**config.mk**
```make
export PLATFORM = sky130hd
export DESIGN_NAME = mvdec_top
export DESIGN_NICKNAME = d
export VERILOG_FILES = /design/src/rtl/mvdec_pkg.sv /design/src/rtl/mvdec_rst_sync.sv /design/src/rtl/mvdec_field_split.sv /design/src/rtl/mvdec_prefix_reg.sv /design/src/rtl/mvdec_merge.sv /design/src/rtl/mvdec_top.sv
export SDC_FILE = /design/constraint.sdc
export NUM_CORES = 1
export LEC_CHECK = 0
export ABC_AREA = 0
export CAP_MARGIN = 20
export CORE_MARGIN = 3
export CORE_UTILIZATION = 30
export DETAILED_ROUTE_END_ITERATION = 16
export PLACE_DENSITY = 0.64
export SYNTH_ARGS = -nofsm -noshare
export SYNTH_HDL_FRONTEND = slang
export SYNTH_SLANG_ARGS = --single-unit
```
**constraint.sdc**
```tcl
create_clock -name clk -period 1.85 [get_ports clk]
set_clock_uncertainty 0.2 [all_clocks]
set_input_delay 0.555 -clock clk [delete_from_list [all_inputs] [get_ports clk]]
set_output_delay 0.555 -clock clk [all_outputs]
set_load 0.02 [all_outputs]
```
**src/rtl/mvdec_pkg.sv**
```systemverilog
package mvdec_pkg;
  localparam int INSN_W     = 16;
  localparam int MOD_W      = 4;
  localparam int SUB_W      = 5;
  localparam int BYTE_W     = 8;
  localparam int IMM_W      = 2 * BYTE_W;
  localparam int DSUB_RAW_W = 3;
  localparam int SSUB_RAW_W = 4;

  // bit positions inside the instruction word
  localparam int FMT_BIT    = INSN_W - 1;
  localparam int DSUB_LSB   = FMT_BIT - DSUB_RAW_W;
  localparam int DMOD_LSB   = DSUB_LSB - MOD_W;
  localparam int SSUB_LSB   = MOD_W;

  typedef struct packed {
    logic                  fmt_reg;
    logic [DSUB_RAW_W-1:0] dst_sub;
    logic [MOD_W-1:0]      dst_mod;
    logic [SSUB_RAW_W-1:0] src_sub;
    logic [MOD_W-1:0]      src_mod;
    logic [BYTE_W-1:0]     lit;
  } raw_fields_t;

  typedef struct packed {
    logic              live;
    logic [BYTE_W-1:0] hi;
    logic              dst_b3;
    logic              dst_b4;
    logic              src_b4;
  } pfx_t;

  typedef struct packed {
    logic              fmt_reg;
    logic [MOD_W-1:0]  dst_mod;
    logic [SUB_W-1:0]  dst_sub;
    logic [MOD_W-1:0]  src_mod;
    logic [SUB_W-1:0]  src_sub;
    logic [IMM_W-1:0]  imm;
    logic              pfx_used;
  } dec_t;
endpackage

```
**src/rtl/mvdec_rst_sync.sv**
```systemverilog
module mvdec_rst_sync #(
  parameter int STAGES = 2
) (
  input  logic clk,
  input  logic rst_n,
  output logic rst_q_n
);
  logic [STAGES-1:0] sh_q;
  logic [STAGES-1:0] sh_d;

  always_comb begin
    sh_d = {sh_q[STAGES-2:0], 1'b1};
  end

  always_ff @(posedge clk or negedge rst_n) begin
    if (!rst_n) sh_q <= '0;
    else        sh_q <= sh_d;
  end

  assign rst_q_n = sh_q[STAGES-1];
endmodule

```
**src/rtl/mvdec_field_split.sv**
```systemverilog
module mvdec_field_split
  import mvdec_pkg::*;
(
  input  logic [INSN_W-1:0] insn_i,
  output raw_fields_t       raw_o
);
  always_comb begin
    raw_o.fmt_reg = insn_i[FMT_BIT];
    raw_o.dst_sub = insn_i[DSUB_LSB +: DSUB_RAW_W];
    raw_o.dst_mod = insn_i[DMOD_LSB +: MOD_W];
    raw_o.src_sub = insn_i[SSUB_LSB +: SSUB_RAW_W];
    raw_o.src_mod = insn_i[0 +: MOD_W];
    raw_o.lit     = insn_i[0 +: BYTE_W];
  end
endmodule

```
**src/rtl/mvdec_prefix_reg.sv**
```systemverilog
module mvdec_prefix_reg
  import mvdec_pkg::*;
(
  input  logic                  clk,
  input  logic                  rst_n,
  input  logic                  load_i,
  input  logic [BYTE_W-1:0]     hi_i,
  input  logic [DSUB_RAW_W-1:0] dsub_i,
  output pfx_t                  pfx_o
);
  pfx_t pfx_q;
  pfx_t pfx_d;

  // one-shot: cleared every cycle unless a new prefix word arrives
  always_comb begin
    pfx_d = '0;
    if (load_i) begin
      pfx_d.live   = 1'b1;
      pfx_d.hi     = hi_i;
      pfx_d.dst_b3 = dsub_i[1];
      pfx_d.dst_b4 = dsub_i[0];
      pfx_d.src_b4 = dsub_i[2];
    end
  end

  always_ff @(posedge clk or negedge rst_n) begin
    if (!rst_n) pfx_q <= '0;
    else        pfx_q <= pfx_d;
  end

  assign pfx_o = pfx_q;

  // a held prefix is gone one cycle later unless reloaded
  p_pfx_one_cycle_r7: assert property (@(posedge clk) disable iff (!rst_n)
    (pfx_q.live && !load_i) |=> !pfx_q.live);

  // a held prefix always stems from a load at the previous edge
  p_pfx_from_load_r8: assert property (@(posedge clk) disable iff (!rst_n)
    pfx_q.live |-> $past(load_i));
endmodule

```
**src/rtl/mvdec_merge.sv**
```systemverilog
module mvdec_merge
  import mvdec_pkg::*;
(
  input  raw_fields_t raw_i,
  input  pfx_t        pfx_i,
  output dec_t        dec_o
);
  always_comb begin
    dec_o          = '0;
    dec_o.fmt_reg  = raw_i.fmt_reg;
    dec_o.dst_mod  = raw_i.dst_mod;
    dec_o.dst_sub  = {pfx_i.dst_b4, pfx_i.dst_b3, raw_i.dst_sub};
    dec_o.pfx_used = pfx_i.live;
    if (raw_i.fmt_reg) begin
      dec_o.src_mod = raw_i.src_mod;
      dec_o.src_sub = {pfx_i.src_b4, raw_i.src_sub};
    end else begin
      dec_o.imm     = {pfx_i.hi, raw_i.lit};
    end
  end
endmodule

```
**src/rtl/mvdec_top.sv**
```systemverilog
module mvdec_top
  import mvdec_pkg::*;
#(
  parameter logic [MOD_W-1:0] PFX_MODULE  = 4'd11,
  parameter int               SYNC_STAGES = 2
) (
  input  logic              clk,
  input  logic              rst_n,
  input  logic [INSN_W-1:0] insn_i,
  input  logic              insn_vld_i,
  output logic              out_vld_o,
  output logic              fmt_reg_o,
  output logic [MOD_W-1:0]  dst_mod_o,
  output logic [SUB_W-1:0]  dst_sub_o,
  output logic [MOD_W-1:0]  src_mod_o,
  output logic [SUB_W-1:0]  src_sub_o,
  output logic [IMM_W-1:0]  imm_o,
  output logic              pfx_active_o,
  output logic              irq_inhibit_o
);
  logic        rst_q_n;
  raw_fields_t raw;
  pfx_t        pfx;
  dec_t        dec;
  dec_t        out_q, out_d;
  logic        vld_q, vld_d;
  logic        pfx_load;
  logic [BYTE_W-1:0] pfx_hi;

  mvdec_rst_sync #(.STAGES(SYNC_STAGES)) u_rst_sync (
    .clk     (clk),
    .rst_n   (rst_n),
    .rst_q_n (rst_q_n)
  );

  mvdec_field_split u_split (
    .insn_i (insn_i),
    .raw_o  (raw)
  );

  always_comb begin
    pfx_load = insn_vld_i && (raw.dst_mod == PFX_MODULE);
    pfx_hi   = raw.fmt_reg ? '0 : raw.lit;
  end

  mvdec_prefix_reg u_pfx (
    .clk    (clk),
    .rst_n  (rst_q_n),
    .load_i (pfx_load),
    .hi_i   (pfx_hi),
    .dsub_i (raw.dst_sub),
    .pfx_o  (pfx)
  );

  mvdec_merge u_merge (
    .raw_i (raw),
    .pfx_i (pfx),
    .dec_o (dec)
  );

  // output stage: next state, then register with explicit enable
  always_comb begin
    vld_d = insn_vld_i;
    out_d = insn_vld_i ? dec : out_q;
  end

  always_ff @(posedge clk or negedge rst_q_n) begin
    if (!rst_q_n) begin
      vld_q <= 1'b0;
      out_q <= '0;
    end else begin
      vld_q <= vld_d;
      out_q <= out_d;
    end
  end

  assign out_vld_o     = vld_q;
  assign fmt_reg_o     = out_q.fmt_reg;
  assign dst_mod_o     = out_q.dst_mod;
  assign dst_sub_o     = out_q.dst_sub;
  assign src_mod_o     = out_q.src_mod;
  assign src_sub_o     = out_q.src_sub;
  assign imm_o         = out_q.imm;
  assign pfx_active_o  = out_q.pfx_used;
  assign irq_inhibit_o = pfx.live;

  // without a prefix the extended subdecode bits stay clear
  p_narrow_sub_r4: assert property (@(posedge clk) disable iff (!rst_q_n)
    (out_vld_o && !pfx_active_o) |-> (dst_sub_o[SUB_W-1:DSUB_RAW_W] == '0 && src_sub_o[SUB_W-1] == 1'b0));

  // unprefixed literal is zero-extended
  p_imm_zext_r3: assert property (@(posedge clk) disable iff (!rst_q_n)
    (out_vld_o && !fmt_reg_o && !pfx_active_o) |-> (imm_o[IMM_W-1:BYTE_W] == '0));

  // idle cycle yields no output and frozen fields
  p_idle_hold_r11: assert property (@(posedge clk) disable iff (!rst_q_n)
    !insn_vld_i |=> (!out_vld_o && $stable(dst_mod_o) && $stable(dst_sub_o) && $stable(imm_o) && $stable(src_sub_o)));

  // a consumed prefix was held (inhibit high) in the cycle before
  p_used_after_inhibit_r9: assert property (@(posedge clk) disable iff (!rst_q_n)
    (out_vld_o && pfx_active_o) |-> $past(irq_inhibit_o));
endmodule

```
# [After elaboration in Yosys (flattened, before gate mapping)]
# Cells that the tools add are included.
[totals] reg_bits=51 output_inout_bits=38 in_bits=19
[classes] eq_ne=1 n_mux=4 reduce_logical=1
[op_table] cell="16-bit 2-to-1 mux" count=1
[op_table] cell="12-bit 2-to-1 mux" count=1
[op_table] cell="9-bit 2-to-1 mux" count=1
[op_table] cell="8-bit 2-to-1 mux" count=1
[op_table] cell="4-bit == test (second input constant)" count=1
[op_table] cell="1-bit logical AND" count=1

# [Longest topological paths before layout]
# Gate-level depths: netlist of the first run.
[logic_depth] depth_word=3 depth_mapped=4 ltp_nobuf=2

# [Modules after synthesis]
# A second synthesis of the first run with hierarchy kept.
[unflattened] hier_cells=176 hier_area_um2=2456.1
[by_module_without_submodules] module="mvdec_top" instances=1 cells_each=87 area_per_inst_um2=1581.5
[by_module_without_submodules] module="mvdec_prefix_reg" instances=1 cells_each=24 area_per_inst_um2=380.4
[by_module_without_submodules] module="mvdec_merge" instances=1 cells_each=38 area_per_inst_um2=260.2
[by_module_without_submodules] module="mvdec_field_split" instances=1 cells_each=24 area_per_inst_um2=180.2
[by_module_without_submodules] module="mvdec_rst_sync" instances=1 cells_each=3 area_per_inst_um2=53.8

# [Least setup slack after synthesis of the first run]
# OpenSTA, ideal clock, no wires.
[synth_timing] kind="input-to-reg" startpoint="input port insn_vld_i" endpoint="register out_q, in the netlist dst_mod_o[0]" path_stages=3 setup_ns=0.125 arrival_ns=1.124 path_slack_ns=0.401 path_cell_list="buf_6 buf_6 mux2_2"
[synth_rtl] item="from (decl)" line="mvdec_top.sv:10" source="input logic insn_vld_i,"
[synth_rtl] item="to (signal assigned)" line="mvdec_top.sv:73" source="out_q <= out_d;"
[synth_rtl] item="to (decl)" line="mvdec_top.sv:25" source="dec_t out_q, out_d;"
# No word-level cell between the ends.

# [Worst setup path after layout of the first run]
[layout_timing] startpoint="register out_q, in the netlist src_sub_o[4]" endpoint="output port src_sub_o[4]"
[layout_rtl] item="to (decl)" line="mvdec_top.sv:16" source="output logic [SUB_W-1:0] src_sub_o,"
# No word-level cell between the ends.

==> impl_metrics.ini, run 1 <==
[yosys]
ys_ff_latch = 51
synthFlopType = dfrtp_1
synth_area_um2 = 2020
synth_top_family_by_area = simple AND/OR/NAND/NOR gates
yosysTopAreaCell = dfrtp_1
syn_area_per_cell_um2 = 13.7
synth-compound-area-share = 0.107
synthAdderAreaFrac = 0
yosys-top-cells-count = 51 x dfrtp_1, 17 x inv_1, 10 x mux2_2, 10 x nand3_1
synth_edf_count = 0
synthDistinctLibCells = 22
yosysSeqAreaShare = 0.630
synth.net_count = 167
synth.most_common_cell = dfrtp_1
synth_warnings = 0
synth_simple_gate_area_share = 0.127
ys_async_sr_fraction = 1.00
syn_inst = 148
synth_top_area_frac = 0.630
muxShareOfSynthArea = 0.0556
synth_xor_area_frac = 0
ys_top_cells_by_area = dfrtp_1 63%, mux2_2 5.6%, nor4_2 4.3%, a22o_1 3.9%, buf_6 3.9%

[timing]
rsz0062_at_grt = no
hold_viol_final = 0
final-setup-viol-count = 0
slew_viol_final = 0
fmax_mhz = 564
hold_ws_ns = 0.0407
setup_ws_ns = 0.0766
tns_ns = 0
min_period_ns = 1.77
timing.final.crit_share = 0.959

[placed_design]
dp_hpwl_mm = 2.92
portBuffers = 56
gp_congestion = 0.713
placed_area_um2 = 2710
place_inst = 281
dp_slack_ns = -0.131

[worst_setup_path]
critPathRequiredTime_ns = 1.09
start_kind = flop
crit_path_end_kind = output port
crit_buf_inv = 1
crit_family = flip-flops
arrival_ns = 1.02
crit_chain = dlygate4sd2_1
cpMaxStageDelayCell = dfrtp_1
cpPeakStageDelay_ns = 0.39
path_max_fanout = 2
worstSetupPathType = reg -> out

[routing]
route.detailed.drc = 0
routed_wl_mm = 4.12
wl_per_cell_um = 14.2
vias = 1281
drt.antenna.violating_nets = 0
firstDrtPassIters = 4
drt-initial-drc-count = 61
viasPerCell = 4.43

[clock_tree]
clock_sinks = 51
cts_tree = built
cts_buffers = 5
clockBufferDepth = 2
h-tree-depth = 2
cts-root-buf = clkbuf_8
cts_setup_buffers = 0
path_clk_slew_ns = 0.09
clock_latency_ns = 0.30

[min_path]
hold_class = reg -> async

[die]
ioPinCount = 57
rows = 29
core_area_um2 = 6460
die_h_um = 88.1
die_w_um = 88.1
start_util = 0.313
die-area_um2 = 7770

[layout]
final_nets = 230
fin_area_um2 = 2750
area.growth.synth_to_final_pct = 35.7
antennaDiodeCount = 0
drive_gt1_frac = 0.212
final_core_util = 0.425
instances_no_fill = 289

[power]
p_per_area_nw_per_um2 = 780
power.leakage_nw = 1.35
power.total_mw = 2.14
peakVddDrop_v = 0.000378

[flow_run]
drv_cap = 0

[grt]
grt_pass1_wl_mm = 6.72
overflow = 0
grt_pass1_vias = 1294
grtUsageTotal = 0.113
antenna_found_initial = 0
grt_max_degree = 50

[outcome]
status = complete, no violations
[report_power, final]
group / leakage [nW] / total, mW / internal, mW / switching [mW]
Sequential: 0.671 / 1.19 / 1.17 / 0.0248
Clock: 0.0412 / 0.618 / 0.265 / 0.353
Combinational: 0.639 / 0.334 / 0.147 / 0.188
[layout by cell type, fill, tap and decap left out]
cell type,count
o31ai_2,6
nor4_2,7
clkbuf_1,1
mux2_2,10
clkbuf_8,5
inv_1,17
dlygate4sd2_1,38
nand3b_1,1
nand2b_1,6
nand2_2,1
clkinvlp_4,1
nor2_1,4
dfrtp_1,50
clkinv_2,1
conb_1,1
buf_4,5
o2bb2ai_1,2
nor4b_2,1
inv_2,1
nor2b_4,1
nand3b_4,1
buf_12,4
nand2_1,1
clkdlybuf4s50_1,18
a22o_1,9
nand3_1,10
dfrtp_2,1
o21ai_0,9
[repair_timing]
item / CTS / global route
setup endpoints to repair: 38 / 0
gates resized for setup: 38 / 0
hold buffers: 0 / 0
[registers in the layout, indices dropped and copies added (netlist names)]
register,cells
src_mod_o,4
fmt_reg_o,1
pfx_active_o,1
u_pfx.pfx_o,12
src_sub_o,5
dst_mod_o,4
dst_sub_o,5
out_vld_o,1
imm_o,16
u_rst_sync.sh_q,2
[cell families (layout without fill, tap and decap cells)]
kind of cell    Yosys count  after routing
compound gates           26             26
other cells               1              1
buf+inv                  27             91
flops                    51             51
mux                      10             10
simple gates             33             33
[final cells by class]
class | instances | area, um2
clock inverters | 2 | 12.5
flip-flops and latches | 51 | 1280
repair buffers | 65 | 631
fillers | 616 | 3710
clock buffers | 6 | 72.6
multi-input cells | 70 | 589
well taps | 77 | 96.3
inverters | 18 | 67.6
[layer usage]
layer	share of wire	up-vias	global-route usage
met5	0	-	0
met4	0.0070	0	0.0371
met3	0.072	2	0.0452
met2	0.45	36	0.154
met1	0.47	611	0.163
li1	-	632	-
[worst paths after layout]
path / start / to / slack, ns / depth (start not counted)
min reg2reg: u_rst_sync.sh_q[1] / imm_o[5] / 0.04 / 1
min in group clk: u_rst_sync.sh_q[0] / u_rst_sync.sh_q[1] / 0.17 / 0
max in group asynchronous: rst_n / u_rst_sync.sh_q[1] / 1.12 / 1
max: src_sub_o[4] / src_sub_o[4] / 0.08 / 1
min: u_rst_sync.sh_q[1] / imm_o[5] / 0.04 / 1
max reg2reg: dst_mod_o[3] / dst_mod_o[3] / 0.89 / 1
Note: power is estimated with default switching activity, not from simulation.
==> run 2: changes to the inputs <==
Settings changed: CELL_PAD_IN_SITES_DETAIL_PLACEMENT set to 0, CELL_PAD_IN_SITES_GLOBAL_PLACEMENT set to 2, CORE_ASPECT_RATIO set to 0.75, CORE_UTILIZATION 30 to 28, PLACE_DENSITY 0.64 to 0.83.
==> run 2 against run 1 <==
  * Cell count increased by 6.2%
  * Worst hold slack improved by 0.022 ns
  * Wire length up 2.7%
  * Combinational power is 4% lower
  * Die area is 6.8% higher
  * Sequential power is essentially flat
  * Critical path type unchanged
==> impl_metrics.ini, run 2 (synthesized netlist as in run 1, its figures left out) <==
[outcome]
status = complete, no violations

[placed_design]
place_inst = 299
placed_area_um2 = 2710
dp_slack_ns = -0.150
portBuffers = 56
gp_congestion = 0.687
dp_hpwl_mm = 2.97

[flow_run]
drv_cap = 0

[routing]
firstDrtPassIters = 4
route.detailed.drc = 0
drt-initial-drc-count = 71
routed_wl_mm = 4.23
vias = 1286
wl_per_cell_um = 13.8
drt.antenna.violating_nets = 0
viasPerCell = 4.19

[worst_setup_path]
crit_buf_inv = 1
cpPeakStageDelay_ns = 0.40
crit_path_end_kind = output port
worstSetupPathType = reg -> out
critPathRequiredTime_ns = 1.09
path_max_fanout = 2
crit_chain = dlygate4sd2_1
cpMaxStageDelayCell = dfrtp_1
start_kind = flop
crit_family = flip-flops
r2r_setup_slack_ns = 0.86
arrival_ns = 1.03

[clock_tree]
path_clk_slew_ns = 0.09
clockBufferDepth = 2
cts_setup_buffers = 0
cts-root-buf = clkbuf_8
clock_sinks = 51
cts_tree = built
h-tree-depth = 2
clock_latency_ns = 0.30
cts_buffers = 5

[timing]
timing.final.crit_share = 0.963
worst_slew_pin_slew_ns = 0.548
hold_viol_final = 0
slew_viol_final = 0
final-setup-viol-count = 0
tns_ns = 0
rsz0062_at_grt = no
setup_ws_ns = 0.0691
max_slew_margin = 0.635
hold_ws_ns = 0.0623
min_period_ns = 1.78
fmax_mhz = 562

[die]
ioPinCount = 57
rows = 26
start_util = 0.294
die_w_um = 104
core_area_um2 = 6900
die-area_um2 = 8300
die_h_um = 79.6

[power]
peakVddDrop_v = 0.000259
power.internal_mw = 1.58
clock_power_share = 0.292
power.leakage_nw = 1.34
switching_share = 0.267
share_comb_of_total_power = 0.149
p_per_area_nw_per_um2 = 780
netSwitchingPower_uw = 572
power.total_mw = 2.15
pwr-share-seq = 0.559

[grt]
grt_max_degree = 27
antenna_found_initial = 0
grt_pass1_vias = 1375
overflow = 0
grt_pass1_wl_mm = 7.20
grtUsageTotal = 0.111

[layout]
drive_gt1_frac = 0.201
final_common_cell = dfrtp_1
final_nets = 227
fin_area_um2 = 2750
instances_no_fill = 307
antennaDiodeCount = 0
area.growth.synth_to_final_pct = 36.0
final_cell_mix = 50 x dfrtp_1, 37 x dlygate4sd2_1, 18 x clkdlybuf4s50_1, 17 x inv_1
final_core_util = 0.399
largest_register_ffs = 16

[min_path]
hold_class = reg -> async
## run 2: what timing repair did
item,CTS,global route
hold buffers,0,0
setup endpoints to repair,38,1
hold endpoints to repair,0,0
gates resized for setup,38,1
## run 2: final timing paths
check	from	end	cells past startpoint
hold reg to reg	u_rst_sync.sh_q[1]	out_vld_o	0
min in group clk	u_rst_sync.sh_q[0]	u_rst_sync.sh_q[1]	0
setup reg to reg	u_rst_sync.sh_q[1]	imm_o[2]	1
hold / removal	u_rst_sync.sh_q[1]	out_vld_o	0
setup / recovery	imm_o[1]	imm_o[1]	1
max in group asynchronous	u_rst_sync.sh_q[1]	imm_o[2]	1
## run 2: layout make-up
type / count / area [um2]
Clock buffer: 6 / 72.6
Fill cell: 685 / 4140
Tap cell: 98 / 123
Sequential cell: 51 / 1280
Multi-Input combinational cell: 70 / 589
Inverter: 18 / 67.6
Clock inverter: 2 / 13.8
Timing Repair Buffer: 62 / 609
## run 2: power by group through the flow
stage	clock [mW]	sequential, mW	combinational [mW]
2_1_floorplan	0	1.29	0.112
3_3_place_gp	0	1.23	0.357
3_5_place_dp	0	1.23	0.359
4_1_cts	0.657	1.20	0.326
5_1_grt	0.704	1.21	0.349
6_report	0.627	1.20	0.320
## run 2: routing by layer
metal,vias to the layer above,share of wire,track usage
met5,-,0,0
met2,32,0.42,0.154
met1,626,0.52,0.161
met3,5,0.054,0.0356
li1,623,-,-
met4,0,0.0095,0.0398
==> run 3: changes to the inputs <==
Settings changed: CORE_ASPECT_RATIO 0.75 to not set.
==> run 3 against run 2 <==
  * The flow now finishes with violations (hold timing)
  * Register-to-register slack about the same
  * Maximum frequency about the same
  * Clock power decreased by 3.5%
  * Worst setup slack about the same
  * Die area decreased by 0.13%
  * Largest cell class unchanged
==> impl_metrics.ini, run 3 (synthesized netlist as in run 1, its figures left out) <==
[layout]
final_nets = 230
area.growth.synth_to_final_pct = 36.1
drive_gt1_frac = 0.213
final_common_cell = dfrtp_1
final_core_util = 0.399
antennaDiodeCount = 0
final_cell_mix = 50 x dfrtp_1, 38 x dlygate4sd2_1, 18 x clkdlybuf4s50_1, 17 x inv_1
largest_register_ffs = 16

[die]
die_h_um = 91.0
die_w_um = 91.0
rows = 30
start_util = 0.293
ioPinCount = 57
die-area_um2 = 8290
core_area_um2 = 6910

[worst_setup_path]
crit_family = flip-flops
crit_chain = dlygate4sd2_1
start_kind = flop
arrival_ns = 1.03
cpMaxStageDelayCell = dfrtp_1
critPathRequiredTime_ns = 1.09
crit_buf_inv = 1
crit_path_end_kind = output port
cpPeakStageDelay_ns = 0.40
path_max_fanout = 2
worstSetupPathType = reg -> out

[timing]
tns_ns = 0
hold_ws_ns = -0.00547
timing.final.crit_share = 0.963
hold_viol_final = 5
slew_viol_final = 0
rsz0062_at_grt = no
final-setup-viol-count = 0
fmax_mhz = 561
min_period_ns = 1.78

[power]
p_per_area_nw_per_um2 = 772
peakVddDrop_v = 0.000286
power.leakage_nw = 1.35

[clock_tree]
h-tree-depth = 2
clock_latency_ns = 0.29
cts_tree = built
cts-root-buf = clkbuf_8
path_clk_slew_ns = 0.09
cts_buffers = 5
clockBufferDepth = 2
clock_sinks = 51

[routing]
route.detailed.drc = 0
drt-initial-drc-count = 51
routed_wl_mm = 4.16
wl_per_cell_um = 13.5
viasPerCell = 4.21
vias = 1292
drt.antenna.violating_nets = 0
firstDrtPassIters = 4

[placed_design]
dp_hpwl_mm = 3.10
portBuffers = 56
gp_congestion = 0.704

[grt]
grt_max_degree = 25
grt_pass1_vias = 1410
grt_pass1_wl_mm = 6.96
overflow = 0
grtUsageTotal = 0.106
antenna_found_initial = 0

[outcome]
status = finished, violations left
violations = hold timing

[flow_run]
drv_cap = 0

[min_path]
hold_class = reg -> async
-- run 3: cell types whose count changed in the layout (fill, tap and decap cells not counted), sizes merged --
cell / change
clkbuf: -1
buf: +3
clkdlybuf4s15: -1
dlygate4sd2: +1
-- run 3: per-stage QoR --
stage / hold slack (ns) / instance area, um2 / cells / power, mW / worst slack (ns)
final: -0.00547 / 2760 / 307 / 2.13 / 0.0688
after global routing: 0.0400 / 2760 / 307 / 2.24 / 0.0130
after CTS: 0.0246 / 2760 / 307 / 2.16 / 0.0504
after detailed placement: 0.0260 / 2720 / 300 / 1.59 / -0.132
after global placement: 0.0246 / 2720 / 300 / 1.58 / -0.111
after floorplan: 0.0594 / 2020 / 148 / 1.40 / 0.125
-- run 3: what timing repair did --
action / 4_1_cts / 5_1_grt
gates resized for setup: 38 / 0
buffers inserted: 0 / 0
hold buffers: 0 / 0
endpoints found under the setup margin: 38 / 0
-- run 3: area by class of cell --
cell class                 count  area [um2]
fill                         715        4150
sequential                    51        1280
timing repair buffer          65         618
multi-input combinational     70         589
tap                           96         120
clock buffer                   5        68.8
inverter                      18        67.6
clock inverter                 2        13.8
-- run 3: power by group --
group,leakage [nW],internal [mW],switching [mW]
clock,0.0440,0.259,0.346
combinational,0.634,0.143,0.180
sequential,0.671,1.17,0.0331
total,1.35,1.57,0.559
-- run 3: routing by layer --
metal / global-route usage / wire length [um] / vias up / part of all wire
met5: 0 / 0 / - / 0
met2: 0.174 / 2050 / 36 / 0.49
met3: 0.0340 / 228 / 4 / 0.055
li1: - / - / 629 / -
met4: 0.0452 / 55 / 0 / 0.013
met1: 0.127 / 1820 / 623 / 0.44
-- run 3: worst paths after layout --
check	startpoint	endpoint	slack, ns	depth (start not counted)
min in group clk	u_rst_sync.sh_q[0]	u_rst_sync.sh_q[1]	0.16	0
max in group asynchronous	u_rst_sync.sh_q[1]	u_pfx.pfx_o[3]	0.86	1
setup reg to reg	u_rst_sync.sh_q[1]	u_pfx.pfx_o[3]	0.86	1
setup / recovery	imm_o[0]	imm_o[0]	0.07	1
hold / removal	u_rst_sync.sh_q[1]	src_mod_o[3]	-0.005	0
hold reg to reg	u_rst_sync.sh_q[1]	src_mod_o[3]	-0.005	0
